## config.mk

```make
export PLATFORM = sky130hd
export DESIGN_NAME = cic_decim64
export DESIGN_NICKNAME = d
export VERILOG_FILES = /design/src/rtl/cic_pkg.sv /design/src/rtl/cic_rate_ctr.sv /design/src/rtl/cic_integ_chain.sv /design/src/rtl/cic_comb_chain.sv /design/src/rtl/cic_align_delay.sv /design/src/rtl/cic_decim64.sv
export SDC_FILE = /design/constraint.sdc
export NUM_CORES = 1
export LEC_CHECK = 0
export BUFFER_PORTS_ARGS = -buffer_cell sky130_fd_sc_hd__buf_2
export CORE_ASPECT_RATIO = 0.6
export CORE_UTILIZATION = 30
export DETAILED_ROUTE_END_ITERATION = 16
export GPL_TIMING_DRIVEN = 0
export MAX_ROUTING_LAYER = met4
export PLACE_DENSITY = 0.53
export SLEW_MARGIN = 0
export SYNTH_ARGS = -nofsm -noshare
export SYNTH_HDL_FRONTEND = slang
export SYNTH_SLANG_ARGS = --single-unit
```

## constraint.sdc

```tcl
create_clock -name clk -period 9.8 [get_ports clk]
set_clock_uncertainty 0.1 [all_clocks]
set_input_delay 0 -clock clk [delete_from_list [all_inputs] [get_ports clk]]
set_output_delay 0 -clock clk [all_outputs]
set_load 0.03 [all_outputs]
```

## src/rtl/cic_pkg.sv

```systemverilog
package cic_pkg;

    localparam int unsigned CIC_DECIM     = 64;
    localparam int unsigned CIC_STAGES    = 5;
    localparam int unsigned CIC_OUT_W     = 16;
    localparam int unsigned CIC_ALIGN_LEN = 158;

    // Register growth: stages * log2(rate) plus two guard bits
    function automatic int unsigned acc_width(input int unsigned stages,
                                              input int unsigned decim);
        return stages * $clog2(decim) + 2;
    endfunction

    // 1 -> +1, 0 -> -1 as a two-bit signed code
    function automatic logic signed [1:0] map_bit(input logic b);
        return b ? 2'sb01 : 2'sb11;
    endfunction

    typedef struct packed {
        logic                          valid;
        logic signed [CIC_OUT_W-1:0]   data;
    } cic_sample_t;

endpackage

```

## src/rtl/cic_rate_ctr.sv

```systemverilog
module cic_rate_ctr #(
    parameter int unsigned DECIM = 64
) (
    input  logic clk,
    input  logic rst,
    input  logic en,
    output logic last
);
    localparam int unsigned CNT_W = $clog2(DECIM);
    localparam logic [CNT_W-1:0] CNT_MAX = CNT_W'(DECIM - 1);

    logic [CNT_W-1:0] cnt;

    assign last = en && (cnt == CNT_MAX);

    always_ff @(posedge clk) begin
        if (rst) begin
            cnt <= '0;
        end else if (en) begin
            cnt <= last ? '0 : cnt + 1'b1;
        end
    end
endmodule

```

## src/rtl/cic_integ_chain.sv

```systemverilog
module cic_integ_chain #(
    parameter int unsigned STAGES = 5,
    parameter int unsigned ACC_W  = 32
) (
    input  logic             clk,
    input  logic             rst,
    input  logic             en,
    input  logic [ACC_W-1:0] x,
    output logic [ACC_W-1:0] y
);
    logic [ACC_W-1:0] acc [STAGES];

    for (genvar s = 0; s < STAGES; s++) begin : g_stage
        logic [ACC_W-1:0] addend;
        if (s == 0) begin : g_first
            assign addend = x;
        end else begin : g_next
            assign addend = acc[s-1];
        end
        always_ff @(posedge clk) begin
            if (rst) begin
                acc[s] <= '0;
            end else if (en) begin
                acc[s] <= acc[s] + addend;
            end
        end
    end

    assign y = acc[STAGES-1];
endmodule

```

## src/rtl/cic_comb_chain.sv

```systemverilog
module cic_comb_chain
    import cic_pkg::*;
#(
    parameter int unsigned STAGES = 5,
    parameter int unsigned ACC_W  = 32
) (
    input  logic             clk,
    input  logic             rst,
    input  logic             load,
    input  logic [ACC_W-1:0] x,
    output cic_sample_t      sample
);
    logic [ACC_W-1:0] diff [STAGES+1];
    logic [ACC_W-1:0] dly  [STAGES];

    assign diff[0] = x;

    for (genvar s = 0; s < STAGES; s++) begin : g_comb
        assign diff[s+1] = diff[s] - dly[s];
        always_ff @(posedge clk) begin
            if (rst) begin
                dly[s] <= '0;
            end else if (load) begin
                dly[s] <= diff[s];
            end
        end
    end

    always_ff @(posedge clk) begin
        if (rst) begin
            sample <= '0;
        end else begin
            sample.valid <= load;
            if (load) begin
                sample.data <= diff[STAGES][ACC_W-1 -: CIC_OUT_W];
            end
        end
    end
endmodule

```

## src/rtl/cic_align_delay.sv

```systemverilog
module cic_align_delay #(
    parameter int unsigned LEN = 158
) (
    input  logic clk,
    input  logic rst,
    input  logic en,
    input  logic d,
    output logic q
);
    logic [LEN-1:0] line;

    always_ff @(posedge clk) begin
        if (rst) begin
            line <= '0;
        end else if (en) begin
            line <= {line[LEN-2:0], d};
        end
    end

    assign q = line[LEN-1];
endmodule

```

## src/rtl/cic_decim64.sv

```systemverilog
module cic_decim64
    import cic_pkg::*;
#(
    parameter int unsigned DECIM     = CIC_DECIM,
    parameter int unsigned STAGES    = CIC_STAGES,
    parameter int unsigned ALIGN_LEN = CIC_ALIGN_LEN
) (
    input  logic                  clk,
    input  logic                  rst,
    input  logic                  in_en,
    input  logic                  in_bit,
    output logic                  out_valid,
    output logic [CIC_OUT_W-1:0]  out_data,
    output logic                  ref_bit
);
    localparam int unsigned ACC_W = acc_width(STAGES, DECIM);

    logic signed [1:0] code;
    logic [ACC_W-1:0]  x_ext;
    logic [ACC_W-1:0]  integ_out;
    logic              dec_strobe;
    cic_sample_t       sample;

    assign code  = map_bit(in_bit);
    assign x_ext = {{(ACC_W-2){code[1]}}, code};

    cic_rate_ctr #(.DECIM(DECIM)) u_ctr (
        .clk (clk),
        .rst (rst),
        .en  (in_en),
        .last(dec_strobe)
    );

    cic_integ_chain #(.STAGES(STAGES), .ACC_W(ACC_W)) u_integ (
        .clk(clk),
        .rst(rst),
        .en (in_en),
        .x  (x_ext),
        .y  (integ_out)
    );

    cic_comb_chain #(.STAGES(STAGES), .ACC_W(ACC_W)) u_comb (
        .clk   (clk),
        .rst   (rst),
        .load  (dec_strobe),
        .x     (integ_out),
        .sample(sample)
    );

    cic_align_delay #(.LEN(ALIGN_LEN)) u_align (
        .clk(clk),
        .rst(rst),
        .en (in_en),
        .d  (in_bit),
        .q  (ref_bit)
    );

    assign out_valid = sample.valid;
    assign out_data  = sample.data;
endmodule

```

After elaboration in Yosys (flattened, before gate mapping)
Memories as Yosys holds them, arrays and structs flattened.
Cells that the tools add are included.
Cells by class
  reduce and logical (&&, ||, !) cells: 1
  add/sub/neg operators: 11
  bitwise logic cells: 10
  equality and inequality tests: 1
  mux-type cells: 20
Operators by type and width (number)
  32-bit two-way mux: 10
  32-bit adder: 5
  32-bit subtractor: 5
  1-bit bitwise OR: 10
  1-bit two-way mux: 8
  6-bit by 1-bit adder with 6-bit output, second input constant: 1
  6-bit == test, second input constant: 1
  6-bit two-way mux: 1
  2-bit two-way mux: 1
  1-bit logical AND: 1
Word-level totals
  memory bits (writable): 320
  flip-flop bits (word level): 181
  output and inout port bits: 18
  input port bits: 4
  memories kept: 2
Memories
  u_comb.dly: words 5, bits a word 32, read ports 5, clocked after Yosys merged registers in 0, write ports 5, RTL line cic_comb_chain.sv:14  | logic [ACC_W-1:0] dly [STAGES];
  u_integ.acc: words 5, bits a word 32, read ports 5, clocked after Yosys merged registers in 0, write ports 5, RTL line cic_integ_chain.sv:11  | logic [ACC_W-1:0] acc [STAGES];

Depth between registers and ports, before layout
Gate-level depths: netlist (run 1).
  depth after elaboration: 6
  gate-level depth with buffers: 48

Modules after synthesis
From an unflattened synthesis (run 1), not the netlist that was laid out.
Second synthesis, totals
  cell total of the unflattened synthesis: 3369
  area, all modules: 32796.5 um^2
By module, submodules not included
  cic_comb_chain: instances 1, cells an instance 1453, area each 13634.3 um^2
  cic_integ_chain: instances 1, cells an instance 1375, area each 13223.9 um^2
  cic_align_delay: instances 1, cells an instance 510, area each 5662.9 um^2
  cic_rate_ctr: instances 1, cells an instance 29, area each 267.8 um^2
  cic_decim64: instances 1, cells an instance 2, area each 7.5 um^2

Worst setup path after synthesis (run 1)
No wires, ideal clock.
  kind: reg-to-reg
  from: memory u_integ.acc[4][0]
  to: register, netlist name u_comb.sample[15]
  required time: 9.621 ns
  period minus slack after synthesis: 8.775 ns
  arrival time: 8.595 ns
  buffers on the path: 0
  stages on the path, launching flop included: 44
  slack: 1.025 ns
  path through: edfxtp_1 inv_1 ha_1 fa_1 inv_1 fa_1 a21o_1 a21oi_1 o21bai_1 a2111oi_0 nor2_1 xor2_1 ha_1 o21a_1 nor2_1 nor2_1 a21o_1 or2_2 (+8 left out) a21oi_1 a21oi_1 a21oi_1 o21ai_0 a21o_1 a21oi_1 xnor2_1 ha_1 a21oi_1 o21ai_0 a21oi_1 o41ai_1 and2_1 and3_1 o41ai_1 xnor2_1 xnor3_1 a211oi_2
RTL lines (RTL line)
  start: declaration: cic_integ_chain.sv:11

==> metrics.csv, run 1 <==
metric,value,unit
status,"complete, no violations",
crit_slowest_cell,o41ai_2,
dp.cells,4707,
yosysSeqAreaShare,0.417,
overflow,0,
drive_gt1_frac,0.0673,
hold_path.class,input pin to flip-flop,
start_util,0.302,
maxCapViolCount,0,
avgSynthCellArea,9.70,um2
synth_edf_count,320,
place_hpwl,52700,um
cts_tree,done,
port-buffer-count,20,
startpoint,u_integ.acc[4][0],
drc,0,
synthArstFlopShare,0,
grt_antenna_before_repair,2,
yosysMostFrequentCell,nor2_1,
worst_ep_required_time,10260,ps
grt_max_degree,83,
die_y,254,um
nets,3700,
crit_path_end,u_comb.sample[15],
cts.clk_slew.worst_paths,70,ps
syn_to_final_growth,13.7,%
end_kind,flip-flop,
ys_warn_count,0,
first_pass_iters,5,
placed_area,33700,um2
drv_slew,0,
synth_area,31800,um2
clock_path_buffers,3,
synth_nets,3595,
grt_pass1_vias,20486,
path_class,flip-flop to flip-flop,
grt_usage,0.134,
crit_top_cell,a21o_1,
p_leak,0.0158,uW
worst-r2r-cell-count,42,
pwr_density_cell,325,nW/um2
ys_top_cells_by_area,"edfxtp_1 30%, ha_1 12%, dfxtp_1 11%, nor2_1 5.2%, mux2i_1 5.0%",
reg2reg_slack,390,ps
synth.top_cells.by_count,"436 x nor2_1, 320 x edfxtp_1, 309 x ha_1",
vias,22998,
tns,0,ps
viasPerCell,4.76,
synth_cell_types,77,
slowest_delay,430,ps
finalWeightedCongestion,0.851,
drt_wl_total,72200,um
ioPinCount,22,
drt_iter0_markers,1544,
layout.cells.non_filler,4831,
crit_fanout,5,
row_count,92,
startpoint_type,flip-flop,
fmax,0.106,GHz
cts_made_buffers,51,
synth-main-ff-cell,edfxtp_1,
report.final.setup_viol,0,
synth_top_area_frac,0.303,
p_total,11700,uW
routedWlPerCell,14.9,um
coreArea,105000,um2
r2r-start,u_integ.acc[4][0],
min_period,9410,ps
fin_crit_sh,0.960,
cts_root_buffer,clkbuf_16,
final_area,36100,um2
htree_num_levels,2,
synth_cells,3273,
reg2reg_to,u_comb.sample[15],
vdd_drop_max,0.000296,V
die_x,422,um
ant_nets,0,
critPathArrivalTime,9860,ps
hold_violations,0,
insertion_delay,640,ps
cts_sinks,501,
worst-slew-pin-transition,1230,ps
grt_pass1_wl,114000,um
dieArea,107000,um2
relSlewSlack,0.178,
ys_seq_elements,501,
yosys.area.top_type,edfxtp_1,
[through the flow]
step / worst slack, ps / hold WS (ps) / util
finish: 394 / 24.5 / 0.344
global route: -169 / 59.1 / 0.344
CTS: 42.4 / 24.0 / 0.339
detailed placement: -918 / 338 / 0.321
global placement: -880 / 323 / 0.320
floorplan: 1030 / 47.2 / -
[area by class of cell]
type                       instances  area [um2]
antenna                            2        5.00
buffer                            82         309
clock buffer                      67        1460
clock inverter                    27         241
fill                           10794       68900
inverter                         242         916
multi-input combinational       2448       17700
sequential                       501       13200
tap                             1410        1760
timing repair buffer              52         438
[routing by layer]
metal	track usage	wire length, um
met5	-	0
met4	0.0232	889
met3	0.0285	4540
met2	0.149	24000
met1	0.227	42700
[worst max-delay path, delay by kind of cell, from the launching register on]
family,cells,cell delay (ps)
buf+inv,1,80
simple gates,10,1890
flops,1,420
compound gates,19,4140
xor+xnor,6,1060
fa+ha+maj,6,1630
[where the power goes]
part	internal, uW	switching, uW
combinational	3140	4120
sequential	2380	68.6
clock	1110	925
total	6640	5110
[kinds of logic (layout without fill, tap and decap cells)]
group,Yosys count,in the layout,synth area share
AND/OR/NAND/NOR,984,984,0.147
buffers and inverters,324,470,0.0383
AO/OA/AOI/OAI,741,741,0.151
other,0,2,0
XOR/XNOR,245,245,0.0687
flip-flops,501,501,0.417
multiplexers,160,160,0.0504
adder cells (fa/ha/maj),318,318,0.127
[how the worst min path moves through the flow]
stage	from	end	slack (ps)	cells past startpoint
5_1_grt	rst	u_align.line[79]	60	3
4_1_cts	rst	u_align.line[80]	20	3
2_1_floorplan	in_bit	u_align.line[0]	50	2
3_3_place_gp	in_bit	u_align.line[0]	320	3
3_5_place_dp	in_bit	u_align.line[0]	340	3
6_report	rst	u_align.line[89]	20	3
[flip-flops by register name (all words and copies together), names as in the netlist]
register       count
u_comb.sample     17
u_ctr.cnt          6
u_align.line     158
u_comb.dly       160
u_integ.acc      160
[layout by cell type, fill, tap and decap left out, drive strengths merged, types with 14 or more instances in the layout]
cell type / Yosys / layout
nor2b: 41 / 41
nand3: 34 / 34
dfxtp: 181 / 181
nor3: 51 / 51
xnor2: 140 / 140
nand2b: 32 / 32
a211oi: 15 / 15
clkbuf: 74 / 141
o21ai: 137 / 137
mux2i: 160 / 160
and3: 24 / 24
a31oi: 15 / 15
clkinv: 0 / 21
xor2: 103 / 103
inv: 242 / 245
o31ai: 14 / 14
and2: 156 / 156
a21o: 143 / 143
nor2: 436 / 436
o21a: 39 / 39
nand4: 24 / 24
buf: 8 / 58
edfxtp: 320 / 320
ha: 309 / 309
nand2: 135 / 135
a21oi: 231 / 231
o21bai: 43 / 43
[what timing repair did]
action	4_1_cts	5_1_grt
buffers inserted	1	24
setup endpoints to repair	5	7
gates resized for setup	18	82
endpoints found under the hold margin	3	0
pin swaps	2	41
hold buffers	2	0
Power figures use the tool's default switching activity.
==> run 2: changes to the inputs <==
SLEW_MARGIN = 10   (was 0)
clock period = 10.2 ns   (was 9.8 ns; I/O delays follow)
==> run 2 against run 1 <==
  * Wire length is 0.27% higher
  * Combinational power is 6.5% lower
  * Design area is 0.85% lower
  * Sequential share of layout area is 0.32 points higher
  * Final cell count is 0.29% lower
==> metrics.csv, run 2 (synthesis gave the netlist of run 1 again) <==
metric,value,unit
grt_antenna_before_repair,6,
fmax,0.102,GHz
grt_pass1_wl,114000,um
pwr_density_cell,310,nW/um2
startpoint,u_integ.acc[4][0],
reg2reg_to,u_comb.sample[15],
path_delay_family,compound AO/OA/AOI/OAI gates,
cts_root_buffer,clkbuf_16,
first_pass_iters,5,
end_kind,flip-flop,
report.final.setup_viol,0,
status,"complete, no violations",
clock_path_buffers,3,
final_common_cell,nor2_1,
drt_iter0_markers,1530,
crit_buf_inv,1,
die_x,422,um
place_hpwl,52700,um
post-place-ws,-502,ps
seqCellArea,13200,um2
maxCapViolCount,0,
ant_nets,0,
fin_crit_sh,0.959,
grt_usage,0.134,
overflow,0,
drc,0,
critPathArrivalTime,10220,ps
p_leak,0.0157,uW
syn_to_final_growth,12.8,%
routedWlPerCell,15.0,um
cts.clk_slew.worst_paths,60,ps
crit_slowest_cell,a311o_2,
nets,3687,
fin_util,0.341,
path_depth,47,
hold_violations,0,
reg2reg_slack,420,ps
row_count,92,
grt_pass1_vias,20409,
cts_tree,done,
dieArea,107000,um2
final_cell_mix,"432 x nor2_1, 320 x edfxtp_1, 303 x ha_1, 240 x inv_1, 219 x a21oi_1",
vdd_drop_max,0.000308,V
path_class,flip-flop to flip-flop,
relSlewSlack,0.192,
die_y,254,um
ioPinCount,22,
r2r-start,u_integ.acc[4][0],
cts_made_buffers,51,
drt_wl_total,72400,um
grt_max_degree,83,
hold_path.class,input pin to flip-flop,
worst_ep_required_time,10640,ps
setup_ws,422,ps
vias,22901,
crit_path_end,u_comb.sample[15],
cts_sinks,501,
crit_fanout,5,
worst-r2r-cell-count,47,
worst-slew-pin-transition,1210,ps
tns,0,ps
htree_num_levels,2,
finalWeightedCongestion,0.851,
startpoint_type,flip-flop,
slowest_delay,450,ps
coreArea,105000,um2
insertion_delay,620,ps
drive_gt1_frac,0.0558,
fill_cells,10794,
placed_area,33700,um2
final_area,35800,um2
start_util,0.302,
multiInputGateArea,17600,um2
min_period,9780,ps
viasPerCell,4.75,
port-buffer-count,20,
p_total,11100,uW
drv_slew,0,
top_regs,"u_comb.dly (160), u_integ.acc (160), u_align.line (158)",
## run 2: cell types whose count changed in the layout (fill, tap and decap cells not counted), moves of 3 or more
cell      change
a21oi_1       +5
buf_4        -12
o21ai_0       +4
ha_1          +3
clkinv_1      +3
a21oi_4       -3
clkinv_2      -5
inv_6         +4
## run 2: routing by layer
layer	part of all wire	vias to the layer above	track usage	wire [um]
li1	-	11847	-	-
met1	0.59	10612	0.226	42700
met2	0.33	385	0.151	24200
met3	0.064	57	0.0296	4630
met4	0.011	0	0.0226	804
met5	0	-	-	0
## run 2: report_power, final
group          switching (uW)  total [uW]  leakage (uW)  internal, uW
sequential               66.4        2350       0.00474          2280
clock                     875        1940      0.000814          1060
combinational            3920        6790        0.0101          2870
total                    4860       11100        0.0157          6220
## run 2: cell type report
cell class / count / share of cell area
clock buffers: 66 / 0.0396
well taps: 1410 / 0.0493
diodes: 2 / 0.000140
multi-input cells: 2448 / 0.491
flip-flops and latches: 501 / 0.370
clock inverters: 27 / 0.00692
inverters: 242 / 0.0256
plain buffers: 82 / 0.00863
repair buffers: 39 / 0.00895
## run 2: per-stage QoR
| step | instances | hold WS, ps |
|---|---|---|
| 2_1_floorplan | 3273 | 47.2 |
| 6_report | 4817 | 44.1 |
| 4_1_cts | 4802 | 55.0 |
| 5_1_grt | 4815 | 92.5 |
| 3_3_place_gp | 4703 | 323 |
| 3_5_place_dp | 4707 | 339 |
## run 2: repair_timing
action | CTS | global route
resized for setup | 9 | 57
hold endpoints to repair | 3 | 0
buffers inserted | 0 | 13
pin swaps | 0 | 24
hold buffers | 2 | 0
endpoints found under the setup margin | 2 | 6
## run 2: worst min path at each step
stage	depth (start not counted)	slack [ps]	startpoint	to
final	3	40	rst	u_align.line[83]
after global routing	3	90	rst	u_align.line[79]
after CTS	3	60	rst	u_align.line[80]
after detailed placement	3	340	in_bit	u_align.line[0]
after global placement	3	320	in_bit	u_align.line[0]
after floorplan	2	50	in_bit	u_align.line[0]
## run 2: worst register-to-register path: cells and delay by family (launching register included)
kind,cells,cell delay [ps]
adders and majority gates,6,2010
xor gates and xnor gates,6,1110
and+or+nand+nor,12,1760
DFF,1,360
AOI/OAI and AO/OA,22,4260
buffers and inverters,1,70
